**src/rtl/spi_rf_pkg.sv**
```systemverilog
package spi_rf_pkg;
  localparam int DW = 32;
  localparam int LANES = DW / 8;

  localparam int OFS_CTRL   = 'h00;
  localparam int OFS_FRAMES = 'h04;
  localparam int OFS_IEN    = 'h0C;
  localparam int OFS_STAT   = 'h10;
  localparam int OFS_RXB    = 'h40;
  localparam int OFS_TXB    = 'h44;
  localparam int OFS_RXW    = 'h48;
  localparam int OFS_TXW    = 'h4C;
  localparam int OFS_FUP    = 'h50;

  localparam int CB_EN  = 0;
  localparam int CB_MST = 1;
  localparam int CB_X4  = 16;
  localparam logic [DW-1:0] CTRL_KEEP = 32'h0F01_E403;
  localparam logic [DW-1:0] FUP_KEEP  = 32'hFFFF_0000;

  localparam int IEN_W     = 6;
  localparam int EVT_W     = 3;
  localparam int ST_TXAV   = 3;
  localparam int ST_RXEMP  = 4;
  localparam int ST_TXFULL = 5;
  localparam int ST_READY  = 7;
  localparam int ST_X4     = 8;
endpackage

```
**src/rtl/spi_rf_fifo.sv**
```systemverilog
module spi_rf_fifo #(
  parameter int DEPTH = 16,
  parameter int LANES = 4,
  localparam int PW = $clog2(DEPTH),
  localparam int CW = $clog2(DEPTH + 1),
  localparam int NW = $clog2(LANES + 1)
) (
  input  logic               clk,
  input  logic               rst,
  input  logic               flush,
  input  logic [NW-1:0]      push_n,
  input  logic [8*LANES-1:0] push_data,
  input  logic [NW-1:0]      pop_n,
  output logic [8*LANES-1:0] head_data,
  output logic [CW-1:0]      count
);
  logic [7:0]    mem [DEPTH];
  logic [PW-1:0] wr_ptr, rd_ptr;

  always_ff @(posedge clk) begin
    for (int i = 0; i < LANES; i++) begin
      if (NW'(i) < push_n) mem[wr_ptr + PW'(i)] <= push_data[8*i +: 8];
    end
  end

  always_ff @(posedge clk) begin
    if (rst || flush) begin
      wr_ptr <= '0;
      rd_ptr <= '0;
      count  <= '0;
    end else begin
      wr_ptr <= wr_ptr + PW'(push_n);
      rd_ptr <= rd_ptr + PW'(pop_n);
      count  <= count + CW'(push_n) - CW'(pop_n);
    end
  end

  for (genvar g = 0; g < LANES; g++) begin : g_head
    assign head_data[8*g +: 8] = mem[rd_ptr + PW'(g)];
  end
endmodule

```
**src/rtl/spi_rf_cfg.sv**
```systemverilog
module spi_rf_cfg
  import spi_rf_pkg::*;
#(
  parameter int ADDR_W = 8
) (
  input  logic              clk,
  input  logic              rst,
  input  logic              wr_en,
  input  logic [ADDR_W-1:0] addr,
  input  logic [DW-1:0]     wdata,
  output logic [DW-1:0]     ctrl_q,
  output logic [DW-1:0]     frames_q,
  output logic [DW-1:0]     fup_q,
  output logic [IEN_W-1:0]  ien_q,
  output logic              start_q,
  output logic              flush_q
);
  always_ff @(posedge clk) begin
    if (rst) begin
      ctrl_q   <= '0;
      frames_q <= '0;
      fup_q    <= '0;
      ien_q    <= '0;
      start_q  <= 1'b0;
      flush_q  <= 1'b0;
    end else begin
      start_q <= 1'b0;
      flush_q <= 1'b0;
      if (wr_en) begin
        if (addr == ADDR_W'(OFS_CTRL)) begin
          ctrl_q  <= wdata & CTRL_KEEP;
          flush_q <= ctrl_q[CB_EN] & ~wdata[CB_EN];
        end
        if (addr == ADDR_W'(OFS_FRAMES)) begin
          frames_q <= wdata;
          start_q  <= ctrl_q[CB_EN] & ctrl_q[CB_MST];
        end
        if (addr == ADDR_W'(OFS_FUP)) fup_q <= wdata & FUP_KEEP;
        if (addr == ADDR_W'(OFS_IEN)) ien_q <= wdata[IEN_W-1:0];
      end
    end
  end
endmodule

```
**src/rtl/spi_rf_status.sv**
```systemverilog
module spi_rf_status
  import spi_rf_pkg::*;
(
  input  logic             clk,
  input  logic             rst,
  input  logic [EVT_W-1:0] ev_set,
  input  logic             clr_en,
  input  logic [EVT_W-1:0] clr_mask,
  input  logic             tx_full,
  input  logic             rx_empty,
  input  logic             ready,
  input  logic             x4,
  input  logic [IEN_W-1:0] ien,
  output logic [DW-1:0]    status_word,
  output logic [EVT_W-1:0] evt_q,
  output logic             irq_q
);
  always_comb begin
    status_word                = '0;
    status_word[EVT_W-1:0]     = evt_q;
    status_word[ST_TXAV]       = ~tx_full;
    status_word[ST_RXEMP]      = rx_empty;
    status_word[ST_TXFULL]     = tx_full;
    status_word[ST_READY]      = ready;
    status_word[ST_X4]         = x4;
  end

  always_ff @(posedge clk) begin
    if (rst) begin
      evt_q <= '0;
      irq_q <= 1'b0;
    end else begin
      evt_q <= (evt_q & ~(clr_en ? clr_mask : '0)) | ev_set;
      irq_q <= |(status_word[IEN_W-1:0] & ien);
    end
  end
endmodule

```
**src/rtl/spi_regfile_fifo.sv**
```systemverilog
module spi_regfile_fifo
  import spi_rf_pkg::*;
#(
  parameter int DEPTH  = 16,
  parameter int ADDR_W = 8,
  localparam int CW = $clog2(DEPTH + 1),
  localparam int NW = $clog2(LANES + 1)
) (
  input  logic              clk,
  input  logic              rst,
  input  logic [ADDR_W-1:0] bus_addr,
  input  logic              bus_wr,
  input  logic              bus_rd,
  input  logic [DW-1:0]     bus_wdata,
  output logic [DW-1:0]     bus_rdata,
  output logic              irq,
  output logic              frame_start,
  output logic [DW-1:0]     cfg_ctrl,
  output logic [DW-1:0]     cfg_frames,
  output logic [DW-1:0]     cfg_frames_hi,
  input  logic              tx_pop,
  output logic [7:0]        tx_byte,
  output logic              tx_nonempty,
  input  logic              rx_push,
  input  logic [7:0]        rx_byte,
  output logic              rx_full,
  input  logic              seq_busy,
  input  logic              seq_tx_done,
  input  logic              seq_rx_done
);
  logic [DW-1:0]    ctrl_q, frames_q, fup_q, status_word;
  logic [IEN_W-1:0] ien_q;
  logic [EVT_W-1:0] evt_q;
  logic             flush_p;
  logic [CW-1:0]    tx_cnt, rx_cnt, tx_free;
  logic [NW-1:0]    tx_push_n, tx_pop_n, rx_push_n, rx_pop_n;
  logic [DW-1:0]    tx_head, rx_head;
  logic             x4, tx_full_flag, rx_empty_flag, rx_accept;
  logic             sel_rxb, sel_rxw, sel_txb, sel_txw;

  spi_rf_cfg #(.ADDR_W(ADDR_W)) u_cfg (
    .clk(clk), .rst(rst), .wr_en(bus_wr), .addr(bus_addr), .wdata(bus_wdata),
    .ctrl_q(ctrl_q), .frames_q(frames_q), .fup_q(fup_q), .ien_q(ien_q),
    .start_q(frame_start), .flush_q(flush_p)
  );

  assign x4      = ctrl_q[CB_X4];
  assign tx_free = CW'(DEPTH) - tx_cnt;
  assign sel_rxb = bus_addr == ADDR_W'(OFS_RXB);
  assign sel_rxw = bus_addr == ADDR_W'(OFS_RXW);
  assign sel_txb = bus_addr == ADDR_W'(OFS_TXB);
  assign sel_txw = bus_addr == ADDR_W'(OFS_TXW);

  assign tx_full_flag  = x4 ? (tx_free < CW'(LANES)) : (tx_free == '0);
  assign rx_empty_flag = x4 ? (rx_cnt < CW'(LANES)) : (rx_cnt == '0);

  // host side of the transmit FIFO: word port moves LANES bytes in four-byte mode
  always_comb begin
    tx_push_n = '0;
    if (bus_wr) begin
      if (sel_txw && x4) begin
        if (tx_free >= CW'(LANES)) tx_push_n = NW'(LANES);
      end else if (sel_txb || sel_txw) begin
        if (tx_free != '0) tx_push_n = NW'(1);
      end
    end
  end

  // host side of the receive FIFO
  always_comb begin
    rx_pop_n = '0;
    if (bus_rd) begin
      if (sel_rxw && x4) begin
        if (rx_cnt >= CW'(LANES)) rx_pop_n = NW'(LANES);
      end else if (sel_rxb || sel_rxw) begin
        if (rx_cnt != '0) rx_pop_n = NW'(1);
      end
    end
  end

  assign tx_pop_n  = (tx_pop && tx_cnt != '0) ? NW'(1) : '0;
  assign rx_accept = rx_push && (rx_cnt != CW'(DEPTH));
  assign rx_push_n = rx_accept ? NW'(1) : '0;

  spi_rf_fifo #(.DEPTH(DEPTH), .LANES(LANES)) u_txq (
    .clk(clk), .rst(rst), .flush(flush_p), .push_n(tx_push_n),
    .push_data(bus_wdata), .pop_n(tx_pop_n), .head_data(tx_head), .count(tx_cnt)
  );

  spi_rf_fifo #(.DEPTH(DEPTH), .LANES(LANES)) u_rxq (
    .clk(clk), .rst(rst), .flush(flush_p), .push_n(rx_push_n),
    .push_data({{(DW-8){1'b0}}, rx_byte}), .pop_n(rx_pop_n), .head_data(rx_head),
    .count(rx_cnt)
  );

  spi_rf_status u_stat (
    .clk(clk), .rst(rst),
    .ev_set({rx_accept, seq_rx_done, seq_tx_done}),
    .clr_en(bus_wr && bus_addr == ADDR_W'(OFS_STAT)),
    .clr_mask(bus_wdata[EVT_W-1:0]),
    .tx_full(tx_full_flag), .rx_empty(rx_empty_flag), .ready(~seq_busy), .x4(x4),
    .ien(ien_q), .status_word(status_word), .evt_q(evt_q), .irq_q(irq)
  );

  always_ff @(posedge clk) begin
    if (rst) begin
      bus_rdata <= '0;
    end else if (bus_rd) begin
      bus_rdata <= '0;
      if (bus_addr == ADDR_W'(OFS_CTRL))   bus_rdata <= ctrl_q;
      if (bus_addr == ADDR_W'(OFS_FRAMES)) bus_rdata <= frames_q;
      if (bus_addr == ADDR_W'(OFS_FUP))    bus_rdata <= fup_q;
      if (bus_addr == ADDR_W'(OFS_IEN))    bus_rdata <= DW'(ien_q);
      if (bus_addr == ADDR_W'(OFS_STAT))   bus_rdata <= status_word;
      if (sel_rxb || sel_rxw) begin
        if (rx_pop_n == NW'(LANES))  bus_rdata <= rx_head;
        else if (rx_pop_n == NW'(1)) bus_rdata <= DW'(rx_head[7:0]);
      end
    end
  end

  assign cfg_ctrl      = ctrl_q;
  assign cfg_frames    = frames_q;
  assign cfg_frames_hi = fup_q;
  assign tx_byte       = tx_head[7:0];
  assign tx_nonempty   = tx_cnt != '0;
  assign rx_full       = rx_cnt == CW'(DEPTH);
endmodule

```
**config.mk**
```make
export PLATFORM = sky130hd
export DESIGN_NAME = spi_regfile_fifo
export DESIGN_NICKNAME = d
export VERILOG_FILES = /design/src/rtl/spi_rf_pkg.sv /design/src/rtl/spi_rf_fifo.sv /design/src/rtl/spi_rf_cfg.sv /design/src/rtl/spi_rf_status.sv /design/src/rtl/spi_regfile_fifo.sv
export SDC_FILE = /design/constraint.sdc
export NUM_CORES = 1
export LEC_CHECK = 0
export CELL_PAD_IN_SITES_DETAIL_PLACEMENT = 0
export CELL_PAD_IN_SITES_GLOBAL_PLACEMENT = 2
export CORE_ASPECT_RATIO = 0.75
export CORE_MARGIN = 5
export CORE_UTILIZATION = 43
export CTS_CLUSTER_SIZE = 14
export DETAILED_ROUTE_END_ITERATION = 6
export PLACE_DENSITY_LB_ADDON = 0.08
export SLEW_MARGIN = 5
export SYNTH_ARGS = -nofsm -noshare
export SYNTH_HDL_FRONTEND = slang
export SYNTH_SLANG_ARGS = --single-unit
```
**constraint.sdc**
```tcl
create_clock -name clk -period 10.7 [get_ports clk]
set_input_delay 2.14 -clock clk [delete_from_list [all_inputs] [get_ports clk]]
set_output_delay 2.14 -clock clk [all_outputs]
set_load 0.1 [all_outputs]
```
==> flow_summary_export.csv <==
group,metric,value,unit
yosys,synth_top_area_frac,0.321,
pwr,clock_power_share,0.366,
yosys,yosysMostFrequentCell,"edfxtp_1",
timing,tightestPinTransition,1.30,ns
critical_path,critPathArrivalTime,6.11,ns
critical_path,cp_max_fo,17,
pwr,combPwrFrac,0.234,
place,place_congestion,0.919,
critical_path,cp.required,10.93,ns
timing,final.min_clock_period,5.88,ns
route,routed_wl,93200,µm
timing,clock.fmax,170,MHz
critical_path,path_cells,"clkdlybuf4s50_1, nand4_1, nor3_4, nand3_1, nor2b_1, a21oi_1, o211ai_1",
timing,setup_ws,4.82,ns
place,place_inst,2851,
yosys,async_flop_share,0,
clock_tree,cts_tree,"yes",
critical_path,crit_slowest_cell,"nor2b_1",
pwr,vdd_drop_max,0.125,mV
yosys,synthTopCellsByArea,"edfxtp_1, mux4_2, dfxtp_1, mux2i_1, a21oi_1",
global_routing,antenna_found_initial,1,
run,cap_violations,0,
critical_path,timing.critical_path.from,"bus_addr[3]",
pwr,seqPwrFrac,0.401,
route,vias,19500,
clock_tree,clock_sinks,385,
clock_tree,cts.clk_slew.worst_paths,0.06,ns
timing,finClkSkew,0.0236,ns
route,remaining_drc_errors,0,
place,dp_slack,4.37,ns
hold_path,hold_start,"bus_rdata[24]",
yosys,ys.flop_type,"edfxtp_1",
timing,hold_viol,0,
clock_tree,hold_buffers,0,
global_routing,first_global_vias,18500,
global_routing,grt_max_degree,78,
yosys,synth_edf_count,256,
yosys,netlist_instances,2117,
hold_path,hp-class,"reg2reg",
pwr,p_int,0.00280,W
critical_path,cp-start-kind,"input pin",
critical_path,crit_buf_inv,1,
route,drt-wirelength-per-cell,31.8,µm
critical_path,critical_path.max_stage_delay,0.99,ns
critical_path,ff2ff_setup_slack,6.32,ns
global_routing,grt_overflow,0,
cells_and_area,area_growth,14.5,%
floorplanning,start_util,0.437,
place,port_buffers,159,
pwr,p_sw,0.00134,W
clock_tree,post_cts_resized,0,
clock_tree,insertion_delay,0.60,ns
yosys,synth.avg_cell_area,11.3,µm²
pwr,p_leak,9.36,nW
timing,relSlewSlack,0.135,
clock_tree,clockBufferDepth,3,
timing,post-route-period-util,0.550,
timing,timing.final.max_slew_violations,0,
floorplanning,die_area,60500,µm²
floorplanning,core,54800,µm²
global_routing,grt_usage,0.299,
clock_tree,htree_num_levels,2,
cells_and_area,final_cells,2932,
critical_path,endpoint_kind,"flip-flop",
timing,rsz0062_at_grt,"no",
global_routing,grt_pass1_wl,133000,µm
critical_path,critPathKind,"in2reg",
yosys,synth_common_cells,"edfxtp_1, a21oi_1, mux4_2",
timing,setup_viol_count_final,0,
status,status,"finished, final reports clean",
yosys,ys_seq_area_frac,0.429,
route,via_per_inst,6.64,
place,dp_hpwl,63000,µm
cells_and_area,final_nets,2264,
floorplanning,ioPinCount,197,
clock_tree,cts_buffers,43,
critical_path,crit-reg2reg-launch,"u_txq.wr_ptr[1]",
route,firstDrtPassIters,5,
critical_path,crit_family,"simple AND/OR/NAND/NOR gates",
yosys,netlist-cell-type-count,77,
yosys,ys_ff_latch,385,
yosys,yosys_warnings,0,
floorplanning,chipHeight,214,µm
clock_tree,clockRootBuffer,"clkbuf_16",
clock_tree,post_cts_buffers,0,
timing,hold-worst-slack,0.482,ns
floorplanning,rows,74,
route,first_iter_violations,2864,
yosys,syn-cell-area,23900,µm²
cells_and_area,drive_gt1_frac,0.181,
timing,tns,0,ns
pwr,power_density,151,nW/µm²
route,ant_nets,0,
pwr,switching_share,0.323,
yosys,yosysTopAreaCell,"edfxtp_1",
floorplanning,dieWidth,282,µm
==> routing by layer <==
layer  up-vias  share of wire  track usage
met5         -              0            0
met4         0          0.020       0.0628
met3       138           0.14        0.119
met2      1297           0.40        0.395
met1      9820           0.44        0.461
li1       8203              -            -
==> layout by cell type, fill, tap and decap left out, drive strengths merged, types with 37 or more instances in the layout <==
master           n
buf             80
edfxtp         256
mux4           184
a211oi          40
a21o            97
o22ai           54
mux2i          144
a21oi          191
conb            37
nor2           118
nand3           51
o21ai           70
clkdlybuf4s50  156
dfxtp          129
clkbuf          60
nand2          172
==> per-stage QoR <==
step,total power (W),util,cell area [µm²]
detailed placement,0.00264,0.474,26000
CTS,0.00414,0.500,27400
floorplan,0.00237,-,24100
finish,0.00414,0.500,27400
global placement,0.00263,0.474,26000
global route,0.00428,0.500,27400
==> final cells by class <==
cell class              instances  area [µm²]
diodes                          1        2.50
clock buffers                  60        1190
clock inverters                20         211
fillers                      4818       27400
inverters                      32         125
multi-input cells            1476       12500
flip-flops and latches        385       10300
well taps                     722         903
repair buffers                236        2160
==> cells by family (layout without fill, tap and decap cells) <==
kind of cell / count (synthesis) / in the layout / synth area share
buffers and inverters: 292 / 348 / 0.0565
and+or+nand+nor: 502 / 502 / 0.103
xor gates and xnor gates: 26 / 26 / 0.00951
adders and majority gates: 33 / 33 / 0.0179
other: 1 / 38 / 0.000157
muxes: 347 / 347 / 0.242
AOI/OAI and AO/OA: 531 / 531 / 0.142
DFF: 385 / 385 / 0.429
==> worst register-to-register path, delay by kind of cell, from the launching register on <==
family,cells,cell delay (ns)
AO/OA/AOI/OAI,1,0.29
AND/OR/NAND/NOR,3,1.78
adder cells (fa/ha/maj),1,0.32
XOR/XNOR,1,0.81
flip-flops,1,0.70
buffers and inverters,1,0.18
==> power groups by stage <==
stage          logic (W)  clock network [W]  registers [W]
2_1_floorplan   0.000658                  0        0.00172
3_3_place_gp    0.000945                  0        0.00169
3_5_place_dp    0.000949                  0        0.00169
4_1_cts         0.000953            0.00153        0.00166
5_1_grt          0.00102            0.00159        0.00166
6_report        0.000967            0.00151        0.00166
==> state kept, by name (all words and copies together) (netlist names) <==
name	flops
u_txq.rd_ptr	4
u_cfg.fup_q	16
u_rxq.wr_ptr	4
u_cfg.ctrl_q	11
u_txq.mem	128
u_cfg.flush_q	1
bus_rdata	32
u_rxq.mem	128
u_stat.evt_q	3
u_txq.wr_ptr	4
u_rxq.rd_ptr	4
u_stat.irq_q	1
u_cfg.ien_q	6
u_rxq.count	5
u_txq.count	5
u_cfg.frames_q	32
u_cfg.start_q	1
==> final timing paths <==
kind | cells past startpoint | to
setup reg to reg | 7 | u_txq.mem[12][3]
hold / removal | 2 | bus_rdata[24]
hold reg to reg | 2 | bus_rdata[24]
setup / recovery | 7 | u_txq.mem[1][3]
No activity file was read; power rests on OpenSTA's default activity.
